### src/rtl/lvd_pkg.sv
package lvd_pkg;
  localparam int REG_W    = 8;
  localparam int FLAG_BIT = 7;
  localparam int SEL_BIT  = 0;

  typedef struct packed {
    logic setFlag;
    logic clrFlag;
  } lvd_strobe_t;
endpackage

### src/rtl/lvd_sync.sv
module lvd_sync #(
  parameter int WIDTH  = 2,
  parameter int STAGES = 2
) (
  input  logic             clk,
  input  logic             rst_n,
  input  logic [WIDTH-1:0] din,
  output logic [WIDTH-1:0] dout
);
  logic [WIDTH-1:0] stage [STAGES];

  genvar gi;
  generate
    for (gi = 0; gi < STAGES; gi++) begin : g_stage
      if (gi == 0) begin : g_first
        always_ff @(posedge clk or negedge rst_n)
          if (!rst_n) stage[gi] <= '0;
          else        stage[gi] <= din;
      end else begin : g_next
        always_ff @(posedge clk or negedge rst_n)
          if (!rst_n) stage[gi] <= '0;
          else        stage[gi] <= stage[gi-1];
      end
    end
  endgenerate

  assign dout = stage[STAGES-1];
endmodule

### src/rtl/lvd_ctrl.sv
module lvd_ctrl
  import lvd_pkg::*;
#(
  parameter int SET_COUNT = 36
) (
  input  logic        clk,
  input  logic        rst_n,
  input  logic        syncBelow,
  input  logic        syncAbove,
  input  logic        monitorEnable,
  output lvd_strobe_t strobe
);
  localparam int CNT_W = $clog2(SET_COUNT + 1);
  localparam logic [CNT_W-1:0] CNT_MAX  = CNT_W'(SET_COUNT);
  localparam logic [CNT_W-1:0] CNT_LAST = CNT_W'(SET_COUNT - 1);

  logic [CNT_W-1:0] runCnt;

  always_ff @(posedge clk or negedge rst_n) begin
    if (!rst_n)                     runCnt <= '0;
    else if (!monitorEnable)        runCnt <= '0;
    else if (!syncBelow)            runCnt <= '0;
    else if (runCnt != CNT_MAX)     runCnt <= runCnt + 1'b1;
  end

  always_comb begin
    strobe.setFlag = monitorEnable && syncBelow && (runCnt == CNT_LAST);
    strobe.clrFlag = monitorEnable && syncAbove && !syncBelow;
  end

  AST_CNT_BOUND: assert property (@(posedge clk) disable iff (!rst_n)
    runCnt <= CNT_MAX);
  AST_PWR_OFF_IDLE: assert property (@(posedge clk) disable iff (!rst_n)
    !monitorEnable |=> runCnt == '0);
  AST_RUN_RESTART: assert property (@(posedge clk) disable iff (!rst_n)
    !syncBelow |=> runCnt == '0);
  AST_STROBE_EXCL: assert property (@(posedge clk) disable iff (!rst_n)
    !(strobe.setFlag && strobe.clrFlag));
endmodule

### src/rtl/lvd_dp.sv
module lvd_dp
  import lvd_pkg::*;
(
  input  logic             clk,
  input  logic             rst_n,
  input  lvd_strobe_t      strobe,
  input  logic             regWrEn,
  input  logic [REG_W-1:0] regWrData,
  output logic [REG_W-1:0] regRdData,
  output logic             tightThreshold
);
  logic lowFlag;
  logic selBit;
  logic unusedWrBits;

  assign unusedWrBits = ^regWrData[REG_W-1:SEL_BIT+1];

  always_ff @(posedge clk or negedge rst_n) begin
    if (!rst_n)              lowFlag <= 1'b0;
    else if (strobe.setFlag) lowFlag <= 1'b1;
    else if (strobe.clrFlag) lowFlag <= 1'b0;
  end

  always_ff @(posedge clk or negedge rst_n) begin
    if (!rst_n)       selBit <= 1'b0;
    else if (regWrEn) selBit <= regWrData[SEL_BIT];
  end

  always_comb begin
    regRdData           = '0;
    regRdData[FLAG_BIT] = lowFlag;
    regRdData[SEL_BIT]  = selBit;
  end
  assign tightThreshold = selBit;

  AST_FLAG_HOLD: assert property (@(posedge clk) disable iff (!rst_n)
    !(strobe.setFlag || strobe.clrFlag) |=> $stable(lowFlag));
  AST_FLAG_RISE: assert property (@(posedge clk) disable iff (!rst_n)
    $rose(lowFlag) |-> $past(strobe.setFlag));
  AST_SEL_HOLD: assert property (@(posedge clk) disable iff (!rst_n)
    !regWrEn |=> $stable(tightThreshold));
  AST_RSVD_ZERO: assert property (@(posedge clk) disable iff (!rst_n)
    regRdData[FLAG_BIT-1:SEL_BIT+1] == '0);
endmodule

### src/rtl/lvd_monitor.sv
module lvd_monitor
  import lvd_pkg::*;
#(
  parameter int SYNC_STAGES = 2,
  parameter int SET_COUNT   = 36
) (
  input  logic       clk,
  input  logic       rst_n,
  input  logic       belowTrip,
  input  logic       aboveRecover,
  input  logic       monitorEnable,
  input  logic       regWrEn,
  input  logic [7:0] regWrData,
  output logic [7:0] regRdData,
  output logic       tightThreshold
);
  logic [1:0]  syncOut;
  lvd_strobe_t strobe;

  lvd_sync #(.WIDTH(2), .STAGES(SYNC_STAGES)) u_sync (
    .clk   (clk),
    .rst_n (rst_n),
    .din   ({aboveRecover, belowTrip}),
    .dout  (syncOut)
  );

  lvd_ctrl #(.SET_COUNT(SET_COUNT)) u_ctrl (
    .clk           (clk),
    .rst_n         (rst_n),
    .syncBelow     (syncOut[0]),
    .syncAbove     (syncOut[1]),
    .monitorEnable (monitorEnable),
    .strobe        (strobe)
  );

  lvd_dp u_dp (
    .clk            (clk),
    .rst_n          (rst_n),
    .strobe         (strobe),
    .regWrEn        (regWrEn),
    .regWrData      (regWrData),
    .regRdData      (regRdData),
    .tightThreshold (tightThreshold)
  );
endmodule

### config.mk
export PLATFORM = sky130hd
export DESIGN_NAME = lvd_monitor
export DESIGN_NICKNAME = d
export VERILOG_FILES = /design/src/rtl/lvd_pkg.sv /design/src/rtl/lvd_sync.sv /design/src/rtl/lvd_ctrl.sv /design/src/rtl/lvd_dp.sv /design/src/rtl/lvd_monitor.sv
export SDC_FILE = /design/constraint.sdc
export NUM_CORES = 1
export LEC_CHECK = 0
export ABC_CLOCK_PERIOD_IN_PS = 3900
export BUFFER_PORTS_ARGS = -buffer_cell sky130_fd_sc_hd__buf_2
export CORE_AREA = 2 2 39 41
export CTS_BUF_LIST = sky130_fd_sc_hd__clkbuf_8
export CTS_CLUSTER_DIAMETER = 30
export DETAILED_ROUTE_END_ITERATION = 10
export DIE_AREA = 0 0 41 43
export PLACE_DENSITY = 0.88
export SETUP_SLACK_MARGIN = 0.1
export SYNTH_ARGS = -nofsm -noshare
export SYNTH_HDL_FRONTEND = slang
export SYNTH_HIERARCHICAL = 1
export SYNTH_SLANG_ARGS = --single-unit
### constraint.sdc
create_clock -name clk -period 3.9 [get_ports clk]
set_input_delay 0.78 -clock clk [delete_from_list [all_inputs] [get_ports clk]]
set_output_delay 0.78 -clock clk [all_outputs]
set_load 0.02 [all_outputs]
==> results.sh <==
export IMPL_final_setup_skew_ns=0.006144
export IMPL_cts_root_buffer="sky130_fd_sc_hd__clkbuf_8"
export IMPL_die_h_um=43
export IMPL_internal_power_uw=225.6
export IMPL_drive_above_1_share_pct=26.87
export IMPL_wire_length_of_the_first_global_routing_pass_mm=1.449
export IMPL_clock_fmax_mhz=637.6
export IMPL_synth_edf_count=0
export IMPL_worst_path_dominant_cell_family="flip-flops"
export IMPL_min_delay_worst_type="flop to flop"
export IMPL_dominantRegCellSynth="sky130_fd_sc_hd__dfrtp_1"
export IMPL_power_leakage_uw=0.0003275
export IMPL_fin_hold_ws_ns=0.3492
export IMPL_worstPathBufferInverterCount=1
export IMPL_setup_viol=0
export IMPL_core_region_area_sq_um=1384
export IMPL_ios=23
export IMPL_total_power_uw=288.0
export IMPL_post_cts_repair_setup_buffers=0
export IMPL_yosysUniqueCellTypes=21
export IMPL_num_vias=401
export IMPL_multi_input_area_sq_um=251.5
export IMPL_drt_pass1_iter_count=4
export IMPL_period_share_pct=40.22
export IMPL_p_sw_uw=62.40
export IMPL_min_path_cells=0
export IMPL_global_route_usage_met3_pct=4.712
export IMPL_synth_seq_cells=12
export IMPL_critPathArrivalTime_ns=0.79
export IMPL_cts_tree="yes"
export IMPL_total_count_of_max_transition_violations_in_the_final_report=0
export IMPL_ctsLongestPathBuffers=2
export IMPL_total_cell_area_at_the_placement_stage_sq_um=628.1
export IMPL_grt_met1_usage_pct=16.84
export IMPL_drtAntennaViolNets=0
export IMPL_antenna_cells=0
export IMPL_synth_to_final_area_change_pct=8.982
export IMPL_grt_usage_pct=12.91
export IMPL_row_count=14
export IMPL_synthesis_yosys_warnings=6
export IMPL_clk_pin_slew_worst_paths_ns=0.05
export IMPL_final_cell_area_sq_um=683.2
export IMPL_tns_ns=0
export IMPL_preCtsSetupSlack_ns=2.283
export IMPL_seq_total_area_yosys_pct=47.90
export IMPL_clock_insertion_delay_worst_skew_ns=0.24
export IMPL_via_per_inst=4.831
export IMPL_cts_htree_levels=1
export IMPL_sequential_cell_area_sq_um=300.3
export IMPL_total_of_hold_buffers_inserted_after_clock_tree_synthesis=0
export IMPL_worstRegToRegCells=5
export IMPL_wl_per_cell_um=10.70
export IMPL_share_clk_of_total_power_pct=46.3
export IMPL_globalRoute_totalOverflow=0
export IMPL_timing_hold_violations_final=0
export IMPL_comb_power_share_pct=8.0
export IMPL_syn_area_per_cell_sq_um=10.45
export IMPL_cts_sink_count=12
export IMPL_wl_um=888
export IMPL_grt_antenna_before_repair=0
export IMPL_critical_path_startpoint_type="flop"
export IMPL_grt_pass1_vias=351
export IMPL_power_per_cell_area_nw_per_um2=421.6
export IMPL_maximum_number_of_pins_on_one_net_before_global_route_repair=13
export IMPL_status="completed"
export IMPL_crit_cells=1
export IMPL_fin_crit_ns=1.568
export IMPL_num_fill_cells=124
export IMPL_synth_area_sq_um=626.9
export IMPL_vdd_ir_drop_worst_mv=0.2521
export IMPL_crit_path_top_delay_cell="sky130_fd_sc_hd__dfrtp_1"
export IMPL_drc=0
export IMPL_setup_slack_ns=2.332
export IMPL_crit_type="flop to primary output"
export IMPL_dp_hpwl_um=648.3
export IMPL_horizontal_extent_of_the_die_um=41
export IMPL_first_iter_violations=10
export IMPL_synthesis_instances=60
export IMPL_async_flop_share_pct=100.0
export IMPL_switching_share_pct=21.66
export IMPL_cts_resized=0
export IMPL_fp_dieArea_sq_um=1763
export IMPL_place_gp_congestion=0.7165
export IMPL_gr_max_usage_layer="met2"
export IMPL_worst_setup_path_end_kind="primary output"
export IMPL_cp_slowest_stage_delay_ns=0.39
export IMPL_rsz0062_at_grt="no"
export IMPL_port_buf_inserts=9
export IMPL_cts_buffers_inserted=3
export IMPL_share_seq_of_total_power_pct=45.7
export IMPL_cap_violations=0
export IMPL_numnets_final=84
export IMPL_grt_met2_usage_pct=17.50
export IMPL_start_util_pct=45.30
export IMPL_worstPathCellList="buf_2"
export IMPL_worst_endpoint_required_ns=3.12
export IMPL_timing_critical_path_fanout_max=3
kinds of logic after synthesis:
logic type | Yosys count | share of synthesized area (%)
buf+inv | 14 | 14.97
flops | 12 | 47.90
fa+ha+maj | 2 | 3.991
mux | 2 | 3.991
compound gates | 6 | 5.987
simple gates | 22 | 21.16
other cells | 1 | 0.5982
xor+xnor | 1 | 1.397
layout make-up:
type                            count  share of cell area, %
Timing Repair Buffer                9                  6.593
Tap cell                           16                  2.930
Inverter                            3                  1.648
Clock buffer                        4                  8.059
Sequential cell                    12                  43.96
Multi-Input combinational cell     39                  36.81
cell usage after synthesis, types with 2 or more instances:
cell type	number	area share, %
sky130_fd_sc_hd__a21oi_1	3	2.4
sky130_fd_sc_hd__ha_1	2	4.0
sky130_fd_sc_hd__nand2_1	7	4.2
sky130_fd_sc_hd__buf_4	11	13
sky130_fd_sc_hd__nand3_1	4	3.2
sky130_fd_sc_hd__inv_1	3	1.8
sky130_fd_sc_hd__nor2_1	5	3.0
sky130_fd_sc_hd__dfrtp_1	12	48
routing by layer:
layer	wire [um]	share of wire [%]
met5	0	0
met4	0	0
met3	43	4.8
met2	445	50
met1	400	45
registers in the layout (all words and copies together), names as in the netlist:
signal	count
u_ctrl/runCnt	6
u_sync/dout	2
u_sync/stage	2
u_dp/lowFlag	1
u_dp/tightThreshold	1
path summary, 6_finish.rpt:
check | slack [ns] | end | from
setup / recovery | 2.33 | tightThreshold | u_dp/tightThreshold
hold / removal | 0.35 | u_sync/dout[0] | u_sync/stage[2]
setup reg to reg | 2.43 | u_ctrl/runCnt[0] | u_ctrl/runCnt[0]
hold reg to reg | 0.35 | u_sync/dout[0] | u_sync/stage[2]
max in group asynchronous | 3.28 | u_ctrl/runCnt[5] | rst_n
min in group asynchronous | 0.40 | u_ctrl/runCnt[4] | rst_n
per-stage QoR:
stage | cells | utilization (%)
detailed placement | 79 | 45.39
finish | 83 | 49.37
global placement | 79 | 45.39
global route | 83 | 49.37
CTS | 83 | 49.37
floorplan | 65 | -
power by group through the flow:
| stage | Clock [uW] | Combinational, uW | Sequential, uW |
|---|---|---|---|
| 2_1_floorplan | 0 | 20.9 | 134 |
| 3_3_place_gp | 0 | 22.7 | 133 |
| 3_5_place_dp | 0 | 23.3 | 133 |
| 4_1_cts | 137 | 23.6 | 132 |
| 5_1_grt | 146 | 25.6 | 132 |
| 6_report | 133 | 23.2 | 132 |
layout by cell type (no fill, tap or decap):
cell type                  synthesis  layout
sky130_fd_sc_hd__dfrtp_1          12      12
sky130_fd_sc_hd__buf_2             0       9
sky130_fd_sc_hd__nand2_1           7       7
sky130_fd_sc_hd__conb_1            1       6
sky130_fd_sc_hd__nor2_1            5       5
sky130_fd_sc_hd__clkbuf_8          0       4
sky130_fd_sc_hd__nand3_1           4       4
sky130_fd_sc_hd__inv_1             3       3
sky130_fd_sc_hd__a21oi_1           3       3
sky130_fd_sc_hd__ha_1              2       2
sky130_fd_sc_hd__nor4b_1           1       1
sky130_fd_sc_hd__nor4bb_4          1       1
sky130_fd_sc_hd__nand3_2           1       1
sky130_fd_sc_hd__a211o_2           1       1
sky130_fd_sc_hd__o21ai_0           1       1
sky130_fd_sc_hd__or3_1             1       1
sky130_fd_sc_hd__nor3_1            1       1
sky130_fd_sc_hd__mux2i_1           1       1
sky130_fd_sc_hd__nor3b_2           1       1
sky130_fd_sc_hd__xor2_1            1       1
sky130_fd_sc_hd__mux2_4            1       1
sky130_fd_sc_hd__a21o_1            1       1
No activity file was read; power rests on OpenSTA's default activity.
